[src/rtl/adc_seq_pkg.sv]
package adc_seq_pkg;
  typedef enum logic [1:0] {
    CHOP_HOLD_NORM = 2'b00,
    CHOP_HOLD_INV  = 2'b01,
    CHOP_FLIP_A    = 2'b10,
    CHOP_FLIP_B    = 2'b11
  } chop_mode_e;

  // slot-count code to number of slots
  function automatic logic [2:0] slots_of(input logic [1:0] code);
    case (code)
      2'b00:   slots_of = 3'd2;
      2'b01:   slots_of = 3'd3;
      2'b10:   slots_of = 3'd4;
      default: slots_of = 3'd6;
    endcase
  endfunction

  // conversion length in timebase ticks
  function automatic logic [1:0] conv_ticks(input logic long_filt);
    conv_ticks = long_filt ? 2'd3 : 2'd2;
  endfunction

  // polarity applied at a cycle start
  function automatic logic chop_next(input chop_mode_e mode, input logic pol);
    case (mode)
      CHOP_HOLD_NORM: chop_next = 1'b0;
      CHOP_HOLD_INV:  chop_next = 1'b1;
      default:        chop_next = ~pol;
    endcase
  endfunction
endpackage

[src/rtl/adc_seq_ctrl.sv]
module adc_seq_ctrl
  import adc_seq_pkg::*;
#(
  parameter int SW = 3
) (
  input  logic          clk,
  input  logic          rst_n,
  input  logic          tick,
  input  logic [1:0]    cfg_slots,
  input  logic          cfg_long,
  input  logic          cfg_alt,
  output logic [SW-1:0] slot,
  output logic          alt_now,
  output logic          long_now,
  output logic          cyc_start_ev,
  output logic          conv_end_ev,
  output logic          conv_start,
  output logic          ce_go
);
  logic          running;
  logic [1:0]    tcnt;
  logic [SW-1:0] nslot_q;
  logic [1:0]    len_q;
  logic          alt_q, par_q;
  logic          last_slot, cyc_end_ev;

  assign last_slot    = (slot == nslot_q - SW'(1));
  assign conv_end_ev  = tick & running & (tcnt == len_q - 2'd1);
  assign cyc_end_ev   = conv_end_ev & last_slot;
  assign cyc_start_ev = tick & (~running | cyc_end_ev);
  assign alt_now      = alt_q & par_q;

  always_ff @(posedge clk) begin
    if (!rst_n) begin
      running <= 1'b0; slot <= '0; tcnt <= '0;
      nslot_q <= SW'(2); len_q <= 2'd2; long_now <= 1'b0;
      alt_q <= 1'b0; par_q <= 1'b0;
      conv_start <= 1'b0; ce_go <= 1'b0;
    end else begin
      conv_start <= 1'b0;
      ce_go      <= 1'b0;
      if (cyc_start_ev) begin
        running    <= 1'b1;
        slot       <= '0;
        tcnt       <= '0;
        nslot_q    <= SW'(slots_of(cfg_slots));
        len_q      <= conv_ticks(cfg_long);
        long_now   <= cfg_long;
        alt_q      <= cfg_alt;
        par_q      <= running ? ~par_q : 1'b0;
        conv_start <= 1'b1;
        ce_go      <= cyc_end_ev;
      end else if (conv_end_ev) begin
        slot       <= slot + SW'(1);
        tcnt       <= '0;
        conv_start <= 1'b1;
      end else if (tick && running) begin
        tcnt <= tcnt + 2'd1;
      end
    end
  end


  tcnt_range_chk: assert property (@(posedge clk) disable iff (!rst_n)
    running |-> (tcnt < len_q));

  slot_range_chk: assert property (@(posedge clk) disable iff (!rst_n)
    running |-> (slot < nslot_q));

  ce_with_start_chk: assert property (@(posedge clk) disable iff (!rst_n)
    ce_go |-> conv_start);

  pulse_after_tick_chk: assert property (@(posedge clk) disable iff (!rst_n)
    conv_start |-> $past(tick));

  cfg_hold_chk: assert property (@(posedge clk) disable iff (!rst_n)
    !cyc_start_ev |=> ($stable(nslot_q) && $stable(len_q) && $stable(alt_q)));
endmodule

[src/rtl/adc_seq_chop.sv]
module adc_seq_chop
  import adc_seq_pkg::*;
(
  input  logic       clk,
  input  logic       rst_n,
  input  logic       start_ev,
  input  logic [1:0] cfg_chop,
  output logic       chop_inv
);
  always_ff @(posedge clk) begin
    if (!rst_n)        chop_inv <= 1'b0;
    else if (start_ev) chop_inv <= chop_next(chop_mode_e'(cfg_chop), chop_inv);
  end


  pol_hold_chk: assert property (@(posedge clk) disable iff (!rst_n)
    !start_ev |=> $stable(chop_inv));
endmodule

[src/rtl/adc_seq_wr.sv]
module adc_seq_wr #(
  parameter int         DW        = 22,
  parameter int         AW        = 8,
  parameter int         SW        = 3,
  parameter int         MAX_SLOTS = 6,
  parameter logic [7:0] RAM_BASE  = 8'h10
) (
  input  logic          clk,
  input  logic          rst_n,
  input  logic          conv_end_ev,
  input  logic          long_now,
  input  logic [SW-1:0] slot,
  input  logic [DW-1:0] adc_data,
  output logic          ram_we,
  output logic [AW-1:0] ram_addr,
  output logic [DW-1:0] ram_wdata
);
  localparam logic [DW-1:0] SHORT_MASK = {1'b0, {(DW-1){1'b1}}};

  always_ff @(posedge clk) begin
    if (!rst_n) begin
      ram_we <= 1'b0; ram_addr <= '0; ram_wdata <= '0;
    end else begin
      ram_we <= conv_end_ev;
      if (conv_end_ev) begin
        ram_addr  <= AW'(RAM_BASE) + AW'(slot);
        ram_wdata <= long_now ? adc_data : (adc_data & SHORT_MASK);
      end
    end
  end


  addr_window_chk: assert property (@(posedge clk) disable iff (!rst_n)
    ram_we |-> ((ram_addr >= AW'(RAM_BASE)) && (ram_addr < AW'(RAM_BASE) + AW'(MAX_SLOTS))));

  short_msb_chk: assert property (@(posedge clk) disable iff (!rst_n)
    (conv_end_ev && !long_now) |=> (ram_wdata[DW-1] == 1'b0));
endmodule

[src/rtl/adc_seq_map.sv]
module adc_seq_map #(
  parameter int SW        = 3,
  parameter int CH_W      = 3,
  parameter int MAX_SLOTS = 6,
  parameter logic [MAX_SLOTS-1:0][CH_W-1:0] ALT_MAP = '0
) (
  input  logic [SW-1:0]   slot,
  input  logic            alt_now,
  output logic [CH_W-1:0] mux_sel
);
  logic [MAX_SLOTS-1:0][CH_W-1:0] plain_map;

  for (genvar i = 0; i < MAX_SLOTS; i++) begin : g_plain
    assign plain_map[i] = CH_W'(i);
  end

  always_comb begin
    mux_sel = '0;
    if (int'(slot) < MAX_SLOTS)
      mux_sel = alt_now ? ALT_MAP[slot] : plain_map[slot];
  end
endmodule

[src/rtl/adc_slot_seq.sv]
module adc_slot_seq #(
  parameter int         DW        = 22,
  parameter int         AW        = 8,
  parameter int         CH_W      = 3,
  parameter int         MAX_SLOTS = 6,
  parameter logic [7:0] RAM_BASE  = 8'h10,
  parameter logic [MAX_SLOTS-1:0][CH_W-1:0] ALT_MAP =
    {3'd4, 3'd5, 3'd2, 3'd3, 3'd0, 3'd1}
) (
  input  logic            clk,
  input  logic            rst_n,
  input  logic            tick,
  input  logic [1:0]      cfg_slots,
  input  logic            cfg_long,
  input  logic [1:0]      cfg_chop,
  input  logic            cfg_alt,
  input  logic [DW-1:0]   adc_data,
  output logic [CH_W-1:0] mux_sel,
  output logic            conv_start,
  output logic            ram_we,
  output logic [AW-1:0]   ram_addr,
  output logic [DW-1:0]   ram_wdata,
  output logic            chop_inv,
  output logic            ce_go
);
  localparam int SW = $clog2(MAX_SLOTS);

  logic [SW-1:0] slot;
  logic          alt_now, long_now, cyc_start_ev, conv_end_ev;

  adc_seq_ctrl #(.SW(SW)) u_ctrl (
    .clk, .rst_n, .tick, .cfg_slots, .cfg_long, .cfg_alt,
    .slot, .alt_now, .long_now, .cyc_start_ev, .conv_end_ev,
    .conv_start, .ce_go
  );

  adc_seq_chop u_chop (
    .clk, .rst_n, .start_ev(cyc_start_ev), .cfg_chop, .chop_inv
  );

  adc_seq_wr #(.DW(DW), .AW(AW), .SW(SW), .MAX_SLOTS(MAX_SLOTS), .RAM_BASE(RAM_BASE)) u_wr (
    .clk, .rst_n, .conv_end_ev, .long_now, .slot, .adc_data,
    .ram_we, .ram_addr, .ram_wdata
  );

  adc_seq_map #(.SW(SW), .CH_W(CH_W), .MAX_SLOTS(MAX_SLOTS), .ALT_MAP(ALT_MAP)) u_map (
    .slot, .alt_now, .mux_sel
  );


  ce_last_write_chk: assert property (@(posedge clk) disable iff (!rst_n)
    ce_go |-> ram_we);

  we_after_tick_chk: assert property (@(posedge clk) disable iff (!rst_n)
    ram_we |-> $past(tick));
endmodule

[config.mk]
export PLATFORM = sky130hd
export DESIGN_NAME = adc_slot_seq
export DESIGN_NICKNAME = d
export VERILOG_FILES = /design/src/rtl/adc_seq_pkg.sv /design/src/rtl/adc_seq_ctrl.sv /design/src/rtl/adc_seq_chop.sv /design/src/rtl/adc_seq_wr.sv /design/src/rtl/adc_seq_map.sv /design/src/rtl/adc_slot_seq.sv
export SDC_FILE = /design/constraint.sdc
export NUM_CORES = 1
export LEC_CHECK = 0
export BUFFER_PORTS_ARGS = -buffer_cell sky130_fd_sc_hd__buf_2
export CELL_PAD_IN_SITES_DETAIL_PLACEMENT = 0
export CELL_PAD_IN_SITES_GLOBAL_PLACEMENT = 1
export CORE_AREA = 5 5 77 79
export CTS_CLUSTER_DIAMETER = 100
export DETAILED_ROUTE_END_ITERATION = 16
export DIE_AREA = 0 0 82 84
export PLACE_DENSITY = 0.9
export SLEW_MARGIN = 10
export SYNTH_ARGS = -nofsm -noshare
export SYNTH_HDL_FRONTEND = slang
export SYNTH_SLANG_ARGS = --single-unit
[constraint.sdc]
create_clock -name clk -period 3 [get_ports clk]
set_input_delay 0.6 -clock clk [delete_from_list [all_inputs] [get_ports clk]]
set_output_delay 0.6 -clock clk [all_outputs]
set_load 0.02 [all_outputs]
==> flow_summary_export.csv <==
group,metric,value,unit
synth,synth-main-ff-cell,"dfxtp_1",
drt,top_layer,"met4",
drt,vias,1592,
die,dieArea,6890,µm²
sta,grt_setup_unrepaired,"no",
run_status,status,"finished clean",
synth,syn_inst,218,
power,p_seq_frac,0.576,
grt,grt_overflow,0,
setup_path,regToRegSetupSlack,1.06,ns
drt,drtIter0Drc,95,
power,comb_power_share,0.077,
clock_tree,clk_latency,0.29,ns
clock_tree,clock_path_buffers,2,
grt,grtUsageTotal,0.121,
final_layout,fin_nets,307,
drt,vias_per_cell,4.59,
clock_tree,cts_buffers,5,
sta,fin_crit_sh,0.647,
die,coreArea,5270,µm²
drt,drc_errors,0,
flow_run,maxCapViolations,0,
synth,ys_types,40,
final_layout,layout_commonest_cell,"buf_2",
synth,syn_avg_cell_area,8.60,µm²
setup_path,cp_cell_sequence,"and3b_1 -> o21bai_2 -> buf_4 -> xnor2_1 -> nor3b_1",
drt,antenna_left,0,
power,power,1.09,mW
grt,grt_max_degree,43,
die,ioPinCount,68,
final_layout,layout-drive-gt1-share,0.284,
synth,yosys_warnings,0,
setup_path,endpoint_kind,"flop",
sta,hold_ws,0.451,ns
sta,fin_worst_skew,0.00585,ns
drt,wl_met2,1890,µm
power,leakage,0.975,nW
setup_path,critPathBufInv,1,
final_layout,most-common-layout-cells,"63 x buf_2, 60 x nand2_1, 46 x dfxtp_1",
sta,slew_headroom,0.531,
die,initial_utilization,0.356,
sta,worstMarginPinSlew,0.703,ns
final_layout,fin_cells,347,
setup_path,crit_family,"compound AO/OA/AOI/OAI gates",
drt,wl_met1,1840,µm
final_layout,final_core_util,0.434,
setup_path,critPathSlowestCell,"o21bai_2",
synth,ys_seq_area_frac,0.491,
synth,syn-cell-area,1880,µm²
clock_tree,htreeDepth,2,
hold_path,hold_path.class,"flop to flop",
final_layout,antenna_cells,0,
sta,hold_violations,0,
sta,period_minus_slack,1.94,ns
drt,wl,4060,µm
grt,grt_pass1_vias,1449,
clock_tree,clk_pin_slew_worst_paths,0.08,ns
clock_tree,cts_tree,"yes",
sta,max_freq,515,MHz
clock_tree,cts_sinks,46,
place,port_buffers,63,
setup_path,cpPeakStageDelay,0.53,ns
clock_tree,postCtsSetupRepairBufs,0,
setup_path,crit_type,"flop to flop",
power,internal_power,0.841,mW
place,gp_congestion,0.740,
place,dp.cells,339,
grt,antenna_found_initial,0,
die,num_rows,27,
die,die_w,82,µm
power,p_sw,0.253,mW
clock_tree,cts_hold_buf,0,
sta,slew_violations,0,
setup_path,crit_arrival,2.16,ns
sta,setup-tns-final,0,ns
final_layout,syn2layout_area_growth,22.1,%
synth,ys_ff_latch,46,
setup_path,required,3.22,ns
drt,wl_per_cell,11.7,µm
grt,grt_pass1_wl,6560,µm
power,power_density,477,nW/µm²
setup_path,startpoint_type,"flop",
power,swShare,0.231,
drt,dr_wl_met3,291,µm
place,hpwlAfterDp,2920,µm
die,die_h,84,µm
sta,setup_viol,0,
clock_tree,ctsResizeCount,0,
synth,synthArstFlopShare,0,
power,power.share.clock,0.347,
clock_tree,cts-root-buf,"clkbuf_8",
setup_path,cp_max_fo,16,
power,irDropWorstVdd,0.236,mV
synth,synth-edff-count,0,
drt,drt_pass1_iterations,4,
==> worst paths after layout <==
path,from,to,cells past startpoint
max reg2reg,u_ctrl.tcnt[0]$_SDFFE_PP0P_,flop,5
min,u_wr.ram_wdata[21]$_SDFFE_PN0P_,u_wr.ram_wdata[21]$_SDFFE_PN0P_,2
max,u_ctrl.tcnt[0]$_SDFFE_PP0P_,flop,5
min reg2reg,u_wr.ram_wdata[21]$_SDFFE_PN0P_,u_wr.ram_wdata[21]$_SDFFE_PN0P_,2
==> metrics by stage <==
stage          instance area [µm²]  setup slack [ns]
5_1_grt                       2290             0.838
3_5_place_dp                  2200             0.937
3_3_place_gp                  2200             0.963
4_1_cts                       2290              1.02
2_1_floorplan                 1890              1.26
6_report                      2290              1.06
==> cell type report <==
cell class / instances / area [µm²]
Multi-Input combinational cell: 151 / 842
Fill cell: 566 / 2980
Clock buffer: 7 / 86.3
Sequential cell: 46 / 921
Inverter: 6 / 22.5
Timing Repair Buffer: 64 / 323
Tap cell: 72 / 90.1
Clock inverter: 1 / 5.00
==> power groups by stage <==
stage               logic [mW]  registers (mW)  clock network [mW]
floorplan               0.0535           0.647                   0
global placement        0.0851           0.644                   0
detailed placement      0.0852           0.644                   0
CTS                     0.0855           0.629               0.399
global route            0.0942           0.631               0.422
finish                  0.0845           0.629               0.380
==> cell families (layout without fill, tap and decap cells) <==
family,after synthesis,count (layout),share of synthesized area
and+or+nand+nor,89,89,0.212
muxes,7,7,0.0374
AOI/OAI and AO/OA,45,45,0.150
DFF,46,46,0.491
other,1,4,0.00200
buffers and inverters,24,78,0.0680
xor gates and xnor gates,4,4,0.0260
adders and majority gates,2,2,0.0133
==> sequential cells by signal, indices dropped and copies added (netlist names), named ones only <==
| signal | flops |
|---|---|
| u_wr.ram_wdata | 22 |
| u_wr.ram_addr | 4 |
| u_ctrl.long_now | 1 |
| u_ctrl.tcnt | 2 |
| u_ctrl.par_q | 1 |
| u_ctrl.conv_start | 1 |
| u_ctrl.nslot_q | 3 |
| u_ctrl.ce_go | 1 |
| u_ctrl.running | 1 |
| u_chop.chop_inv | 1 |
| u_ctrl.slot | 3 |
| u_ctrl.alt_q | 1 |
| u_wr.ram_we | 1 |
==> Yosys cell counts (2+ instances only) <==
cell	count	area, µm²
nand2_1	60	225
dfxtp_1	46	921
a21oi_1	29	145
nor2_1	9	33.8
mux2i_1	7	70.1
clkbuf_1	6	22.5
a211oi_1	5	37.5
buf_2	5	25.0
inv_1	5	18.8
buf_4	4	30.0
nor3_1	4	20.0
nand3b_1	3	22.5
nor3b_1	3	22.5
a21boi_0	2	15.0
buf_6	2	22.5
ha_1	2	25.0
nand3_1	2	10.0
xor2_1	2	17.5
==> metal layers <==
metal  global-route usage  up-vias
met5                    0        -
met2                0.187       43
met1                0.158      710
met3               0.0335        6
met4               0.0498        0
li1                     -      833
==> tightest hold or removal path: stages, from the launching register on <==
cell,delay (ns)
dfxtp_1,0.31
nand2_1,0.05
a21oi_1,0.05
Power figures use the tool's default switching activity.
